**src/rtl/sc_seq_pkg.sv**
```systemverilog
package sc_seq_pkg;

  typedef enum logic [3:0] {
    ST_IDLE   = 4'd0,
    ST_UP_PWR = 4'd1,
    ST_UP_IO  = 4'd2,
    ST_UP_CLK = 4'd3,
    ST_LIVE   = 4'd4,
    ST_DN_RST = 4'd5,
    ST_DN_CLK = 4'd6,
    ST_DN_IO  = 4'd7,
    ST_DN_PWR = 4'd8
  } seq_state_e;

  // Activation steps and the live state count as a session for fault capture.
  function automatic logic seq_in_session(input seq_state_e s);
    return (s == ST_UP_PWR) || (s == ST_UP_IO) || (s == ST_UP_CLK) || (s == ST_LIVE);
  endfunction

endpackage

```
**src/rtl/sc_reset_sync.sv**
```systemverilog
module sc_reset_sync (
  input  logic clk,
  input  logic rst_n,
  output logic rst_sync_n
);

  logic ff1_q, ff2_q;

  always_ff @(posedge clk or negedge rst_n) begin
    if (!rst_n) begin
      ff1_q <= 1'b0;
      ff2_q <= 1'b0;
    end else begin
      ff1_q <= 1'b1;
      ff2_q <= ff1_q;
    end
  end

  assign rst_sync_n = ff2_q;

endmodule

```
**src/rtl/sc_step_timer.sv**
```systemverilog
module sc_step_timer #(
  parameter int unsigned STEP_CYCLES = 8
) (
  input  logic clk,
  input  logic rst_n,
  input  logic restart,
  output logic done
);

  localparam int unsigned CW = $clog2(STEP_CYCLES + 1);
  localparam logic [CW-1:0] LOAD = CW'(STEP_CYCLES - 1);

  logic [CW-1:0] cnt_q, cnt_d;

  always_comb begin
    cnt_d = cnt_q;
    if (restart) begin
      cnt_d = LOAD;
    end else if (cnt_q != '0) begin
      cnt_d = cnt_q - 1'b1;
    end
  end

  always_ff @(posedge clk or negedge rst_n) begin
    if (!rst_n) cnt_q <= '0;
    else        cnt_q <= cnt_d;
  end

  assign done = (cnt_q == '0);

endmodule

```
**src/rtl/sc_host_status.sv**
```systemverilog
module sc_host_status (
  input  logic clk,
  input  logic rst_n,
  input  logic cmd_n,
  input  logic present,
  input  logic fault_hit,
  output logic irq_n
);

  logic fault_q, fault_d;
  logic irq_q, irq_d;

  always_comb begin
    // A high command clears the latch; otherwise a fault in session sets it.
    fault_d = cmd_n ? 1'b0 : (fault_q | fault_hit);
    irq_d   = cmd_n ? present : ~fault_d;
  end

  always_ff @(posedge clk or negedge rst_n) begin
    if (!rst_n) begin
      fault_q <= 1'b0;
      irq_q   <= 1'b1;
    end else begin
      fault_q <= fault_d;
      irq_q   <= irq_d;
    end
  end

  assign irq_n = irq_q;

endmodule

```
**src/rtl/sc_act_seq.sv**
```systemverilog
module sc_act_seq #(
  parameter int unsigned STEP_CYCLES = 8
) (
  input  logic clk,
  input  logic rst_n,
  input  logic act_cmd_n,
  input  logic host_rst,
  input  logic sel_5v,
  input  logic card_present,
  input  logic vdd_low,
  input  logic vcc_fault,
  input  logic over_cur,
  output logic vcc_en,
  output logic vcc_sel_5v,
  output logic io_en,
  output logic clk_en,
  output logic card_rst,
  output logic irq_n
);
  import sc_seq_pkg::*;

  seq_state_e state_q, state_d;
  logic rst_s_n;
  logic step_done, step_restart;
  logic fault_cond, abort, in_sess, cmd_fall, fault_hit;
  logic cmd_prev_q;
  logic vcc_q, vcc_d, io_q, io_d, clk_q, clk_d, rst_q, rst_d, vsel_q, vsel_d;

  sc_reset_sync u_rsync (
    .clk        (clk),
    .rst_n      (rst_n),
    .rst_sync_n (rst_s_n)
  );

  sc_step_timer #(.STEP_CYCLES(STEP_CYCLES)) u_timer (
    .clk     (clk),
    .rst_n   (rst_s_n),
    .restart (step_restart),
    .done    (step_done)
  );

  assign fault_cond = ~card_present | vdd_low | vcc_fault | over_cur;
  assign abort      = act_cmd_n | fault_cond;
  assign in_sess    = seq_in_session(state_q);
  assign fault_hit  = in_sess & fault_cond;
  assign cmd_fall   = cmd_prev_q & ~act_cmd_n;

  // Next-state logic
  always_comb begin
    state_d = state_q;
    unique case (state_q)
      ST_IDLE:   if (cmd_fall && !vdd_low) state_d = ST_UP_PWR;
      ST_UP_PWR: if (abort) state_d = ST_DN_RST; else if (step_done) state_d = ST_UP_IO;
      ST_UP_IO:  if (abort) state_d = ST_DN_RST; else if (step_done) state_d = ST_UP_CLK;
      ST_UP_CLK: if (abort) state_d = ST_DN_RST; else if (step_done) state_d = ST_LIVE;
      ST_LIVE:   if (abort) state_d = ST_DN_RST;
      ST_DN_RST: if (step_done) state_d = ST_DN_CLK;
      ST_DN_CLK: if (step_done) state_d = ST_DN_IO;
      ST_DN_IO:  if (step_done) state_d = ST_DN_PWR;
      ST_DN_PWR: if (step_done) state_d = ST_IDLE;
      default:   state_d = ST_IDLE;
    endcase
  end

  assign step_restart = (state_d != state_q);

  // Output step actions: activation steps only set, deactivation steps only clear.
  always_comb begin
    vcc_d  = vcc_q;
    io_d   = io_q;
    clk_d  = clk_q;
    vsel_d = vsel_q;
    if (step_restart) begin
      unique case (state_d)
        ST_UP_PWR: begin vcc_d = 1'b1; vsel_d = sel_5v; end
        ST_UP_IO:  io_d  = 1'b1;
        ST_UP_CLK: clk_d = 1'b1;
        ST_DN_CLK: clk_d = 1'b0;
        ST_DN_IO:  io_d  = 1'b0;
        ST_DN_PWR: vcc_d = 1'b0;
        default: ;
      endcase
    end
    rst_d = (state_d == ST_LIVE) & host_rst;
  end

  // Registers
  always_ff @(posedge clk or negedge rst_s_n) begin
    if (!rst_s_n) begin
      state_q    <= ST_IDLE;
      cmd_prev_q <= 1'b0;
      vcc_q      <= 1'b0;
      io_q       <= 1'b0;
      clk_q      <= 1'b0;
      rst_q      <= 1'b0;
      vsel_q     <= 1'b0;
    end else begin
      state_q    <= state_d;
      cmd_prev_q <= act_cmd_n;
      vcc_q      <= vcc_d;
      io_q       <= io_d;
      clk_q      <= clk_d;
      rst_q      <= rst_d;
      vsel_q     <= vsel_d;
    end
  end

  sc_host_status u_status (
    .clk       (clk),
    .rst_n     (rst_s_n),
    .cmd_n     (act_cmd_n),
    .present   (card_present),
    .fault_hit (fault_hit),
    .irq_n     (irq_n)
  );

  assign vcc_en     = vcc_q;
  assign io_en      = io_q;
  assign clk_en     = clk_q;
  assign card_rst   = rst_q;
  assign vcc_sel_5v = vsel_q;

endmodule

```
**config.mk**
```make
export PLATFORM = sky130hd
export DESIGN_NAME = sc_act_seq
export DESIGN_NICKNAME = d
export VERILOG_FILES = /design/src/rtl/sc_seq_pkg.sv /design/src/rtl/sc_reset_sync.sv /design/src/rtl/sc_step_timer.sv /design/src/rtl/sc_host_status.sv /design/src/rtl/sc_act_seq.sv
export SDC_FILE = /design/constraint.sdc
export NUM_CORES = 1
export LEC_CHECK = 0
export BUFFER_PORTS_ARGS = -buffer_cell sky130_fd_sc_hd__buf_2
export CAP_MARGIN = 20
export CORE_ASPECT_RATIO = 0.8
export CORE_UTILIZATION = 40
export CTS_CLUSTER_DIAMETER = 100
export DETAILED_ROUTE_END_ITERATION = 10
export GPL_TIMING_DRIVEN = 0
export HOLD_SLACK_MARGIN = 0.08
export SYNTH_ARGS = -nofsm -noshare
export SYNTH_HDL_FRONTEND = slang
export SYNTH_SLANG_ARGS = --single-unit
```
**constraint.sdc**
```tcl
create_clock -name clk -period 0.8 [get_ports clk]
set_input_delay 0.04 -clock clk [delete_from_list [all_inputs] [get_ports clk]]
set_output_delay 0.04 -clock clk [all_outputs]
set_load 0.05 [all_outputs]
```
==> flow_results.org <==
** Clock network
- After clock tree synthesis, the clock-pin slew on the worst setup and hold paths is 0.10 ns.
- Sinks on Clock Net :: 18
- The clock reaches the later pin of the worst-skew pair after 0.30 ns.
- Number of buffers on the longest clock path :: 2
- CTS built an H-tree with a depth of 1.
- CTS placed an instance of sky130_fd_sc_hd__clkbuf_4 at the clock tree root.
- Number of CTS-inserted buffers :: 3
- Buffers inserted to repair hold after CTS numbered 6.
- TritonCTS built the clock tree.

** Synth
- Sequential-to-total area share from yosys stat :: 42.2%
- Most used DFF post-synth :: sky130_fd_sc_hd__dfrtp_1
- Synth warnings :: 0
- Counting every net in the synthesized netlist gives 111.
- In the post-synthesis netlist, the biggest area contributors are sky130_fd_sc_hd__dfrtp_1, sky130_fd_sc_hd__a21oi_1, sky130_fd_sc_hd__nor3b_4.
- The synthesized design contains 0 enable-type register cells.
- The average instance in the mapped netlist occupies 10.6 µm².
- Fraction of registers with async set/reset :: 100%
- The netlist uses 49 different library cells.
- Area fraction of the dominant cell type after synthesis :: 39.8%
- Post-synthesis instance area :: 1070 µm²
- Instance count of the mapped netlist :: 101
- After synthesis the netlist holds a flip-flop and latch count of 18.
- Most area-hungry cell type in the Yosys netlist :: sky130_fd_sc_hd__dfrtp_1

** Place
- Detailed placement finished with a half-perimeter wire length of 1.55 mm.
- GP Congestion :: 0.864
- Placed cell count :: 151
- The count of buffers added on input and output ports is 14.

** Drt
- Via count :: 910
- In the final routed layout, each cell accounts on average for 14.6 µm.
- In the routed layout, each cell is associated on average with a via count of 5.23.
- Post-detailed-route DRC marker count :: 0
- ANT nets after route :: 0
- The first detailed-routing pass ran for 4 iterations.
- The routed design has 2.55 mm of wire.
- Count of routing violations after the opening detailed-route iteration :: 35

** Floorplanning
- Total die area :: 2890 µm²
- Die width :: 59.8 µm
- Core Region :: 2480 µm²
- The die is 48.3 µm tall.
- Cell row count :: 16
- For this design the top-level I/O count stands at 15.
- Starting Density :: 43.1%

** Critical path
- In this design, the largest share of critical-path delay is due to compound AO/OA/AOI/OAI gates.
- Critical path launch point type :: flop
- Data required time at the worst endpoint :: 1.01 ns
- Top fanout value on the critical path :: 5
- Arrival time at the worst endpoint :: 2.08 ns
- The number of buffers and inverters on the critical path is 1.
- Kind of capture point of the worst setup path :: flop
- Crit path cell chain :: inv_2, ha_4, nor3b_4, nand2_4, o221ai_2, a221oi_4, o41ai_2
- For this run, the slowest stage of the critical path takes 0.41 ns.
- The slowest stage of the critical path is the sky130_fd_sc_hd__dfrtp_1 cell.
- The setup path with the least slack is of type reg -> reg.

** Job
- Max-cap check violation count :: 0

** Status
- Result of the run :: finished, violations left
- Failing checks :: negative setup slack

** Global routing
- Largest net degree at the start of global routing :: 17
- Across every metal layer, demand over resource in global routing totals 18.9%.
- The number of global-route vias before repair came to 836.
- After global routing the overflow that remains totals 0.
- The initial antenna violation count came to 0.
- The first global-routing pass estimated 3.87 mm of wire.

** Power and ir drop
- For this design the static power due to leakage is 0.656 nW.
- The worst-case IR drop observed on VDD is 1540 µV.
- Power density relative to cell area :: 2910 nW/µm²

** Finish
- Across the whole layout, storage elements account for 453 µm².
- The filler cells instantiated in the layout total 221.
- Layout cell share with drive strength beyond 1 :: 54.3%
- Layout Nets :: 149
- Area used by multi-input combinational logic :: 698 µm²
- For this run, the number of standard cells in the final layout without fillers is 174.
- Area growth from synthesis to layout :: 47.7%
- Ant diodes :: 0

** Timing
- The worst path uses 234% of the clock period.
- Max Clock Skew :: 0.00191 ns
- Setup repair after global routing missed its margin :: yes
- For this run, the top clock speed supported by timing is 534 MHz.
- The number of slew-limit violations in the final report was 0.
- Final setup violation count :: 21
- Across all setup checks in the final design, the least slack found is -1.07 ns.
- The total count of hold-check failures in the final report was 0.
- Min Clock Period, post-route :: 1.87 ns
- Final-layout setup total negative slack :: -13.08 ns

** Worst hold path
- Path category of the worst min-delay check :: in -> reg
[through the flow]
| stage | power [W] | hold slack [ns] | util (%) | setup slack (ns) | area [µm²] |
|---|---|---|---|---|---|
| floorplan | 0.00294 | -0.256 | - | -0.879 | 1110 |
| global placement | 0.00326 | -0.175 | 49.3 | -1.09 | 1220 |
| detailed placement | 0.00331 | -0.174 | 49.3 | -1.13 | 1220 |
| CTS | 0.00440 | 0.0724 | 60.7 | -1.05 | 1510 |
| global route | 0.00491 | 0.0729 | 63.7 | -1.19 | 1580 |
| finish | 0.00461 | 0.0692 | 63.7 | -1.07 | 1580 |
[area by class of cell]
class | instances | area share [%]
Inverter | 5 | 1.19
Clock buffer | 4 | 2.30
Sequential cell | 18 | 28.7
Tap cell | 36 | 2.85
Buffer | 4 | 2.38
Timing Repair Buffer | 33 | 18.4
Multi-Input combinational cell | 74 | 44.2
[cell usage after synthesis (2+ instances only)]
cell and n:
sky130_fd_sc_hd__mux2_2 2, sky130_fd_sc_hd__nand2b_1 2, sky130_fd_sc_hd__nor2_2 2, sky130_fd_sc_hd__xnor2_1 2, sky130_fd_sc_hd__inv_1 5, sky130_fd_sc_hd__nand3_1 2
sky130_fd_sc_hd__nor3_1 3, sky130_fd_sc_hd__a21oi_1 8, sky130_fd_sc_hd__nor2_1 6, sky130_fd_sc_hd__o21ai_0 6, sky130_fd_sc_hd__dfrtp_1 17, sky130_fd_sc_hd__nand2_1 7
sky130_fd_sc_hd__nor3b_4 2, sky130_fd_sc_hd__xor2_1 2
[state kept, by name (all words and copies together), names as in the netlist]
register            cells
u_rsync.ff1_q           1
cmd_prev_q              1
io_en                   1
state_q                 4
vcc_sel_5v              1
u_rsync.rst_sync_n      1
u_status.irq_n          1
card_rst                1
u_timer.cnt_q           4
clk_en                  1
vcc_en                  1
u_status.fault_q        1
[where the power goes]
part | leakage (nW) | switching, W | internal (W)
clock network | 0.0210 | 0.000299 | 0.000278
logic | 0.422 | 0.00140 | 0.00125
registers | 0.213 | 0.000220 | 0.00117
total | 0.656 | 0.00191 | 0.00269
[cells by family (layout without fill, tap and decap cells)]
kind of cell / count (synthesis) / count (layout) / synth area share (%)
AOI/OAI and AO/OA: 30 / 30 / 23.9
xor gates and xnor gates: 4 / 4 / 3.28
adders and majority gates: 1 / 1 / 1.17
buffers and inverters: 9 / 46 / 4.68
DFF: 18 / 18 / 42.2
and+or+nand+nor: 35 / 35 / 21.4
muxes: 3 / 3 / 3.04
other: 1 / 1 / 0.351
[worst register-to-register path, stage by stage, from the launching register on]
cell and delay, ns:
sky130_fd_sc_hd__dfrtp_1 0.41, sky130_fd_sc_hd__inv_2 0.08, sky130_fd_sc_hd__ha_4 0.13, sky130_fd_sc_hd__nor3b_4 0.35, sky130_fd_sc_hd__nand2_4 0.16, sky130_fd_sc_hd__o221ai_2 0.27, sky130_fd_sc_hd__a221oi_4 0.14, sky130_fd_sc_hd__o41ai_2 0.22
[layout by cell type (no fill, tap or decap), types with 3 or more instances in the layout]
cell,n
sky130_fd_sc_hd__dfrtp_1,16
sky130_fd_sc_hd__buf_6,13
sky130_fd_sc_hd__a21oi_2,3
sky130_fd_sc_hd__buf_4,8
sky130_fd_sc_hd__clkbuf_4,4
sky130_fd_sc_hd__o21ai_0,4
sky130_fd_sc_hd__inv_1,3
sky130_fd_sc_hd__a21oi_1,5
sky130_fd_sc_hd__dlygate4sd3_1,6
sky130_fd_sc_hd__nor2_4,3
sky130_fd_sc_hd__nor2_1,5
sky130_fd_sc_hd__nor3b_4,3
sky130_fd_sc_hd__buf_2,8
sky130_fd_sc_hd__nand2_1,6
[metal layers]
layer	GRT usage, %	wire, µm	up-vias
met5	0	0	-
met4	2.79	19	0
met3	5.57	192	4
met2	30.0	1160	33
met1	26.5	1170	434
li1	-	-	439
[worst paths after layout]
path | to | startpoint | slack (ns) | cells past startpoint
max | clk_en | u_timer.cnt_q[1] | -1.07 | 7
max reg2reg | clk_en | u_timer.cnt_q[1] | -1.07 | 7
min reg2reg | vcc_en | u_rsync.rst_sync_n | 0.19 | 0
max in group asynchronous | u_rsync.rst_sync_n | rst_n | 0.11 | 3
min in group asynchronous | vcc_en | u_rsync.rst_sync_n | 0.19 | 0
min | u_status.irq_n | act_cmd_n | 0.07 | 2
[timing repair]
action                     in CTS  in global routing
hold endpoints to repair        7                  1
buffers inserted               12                  3
setup endpoints to repair      21                 37
resized for setup              27                 12
pin swaps                      18                 12
No activity file was read; power rests on OpenSTA's default activity.
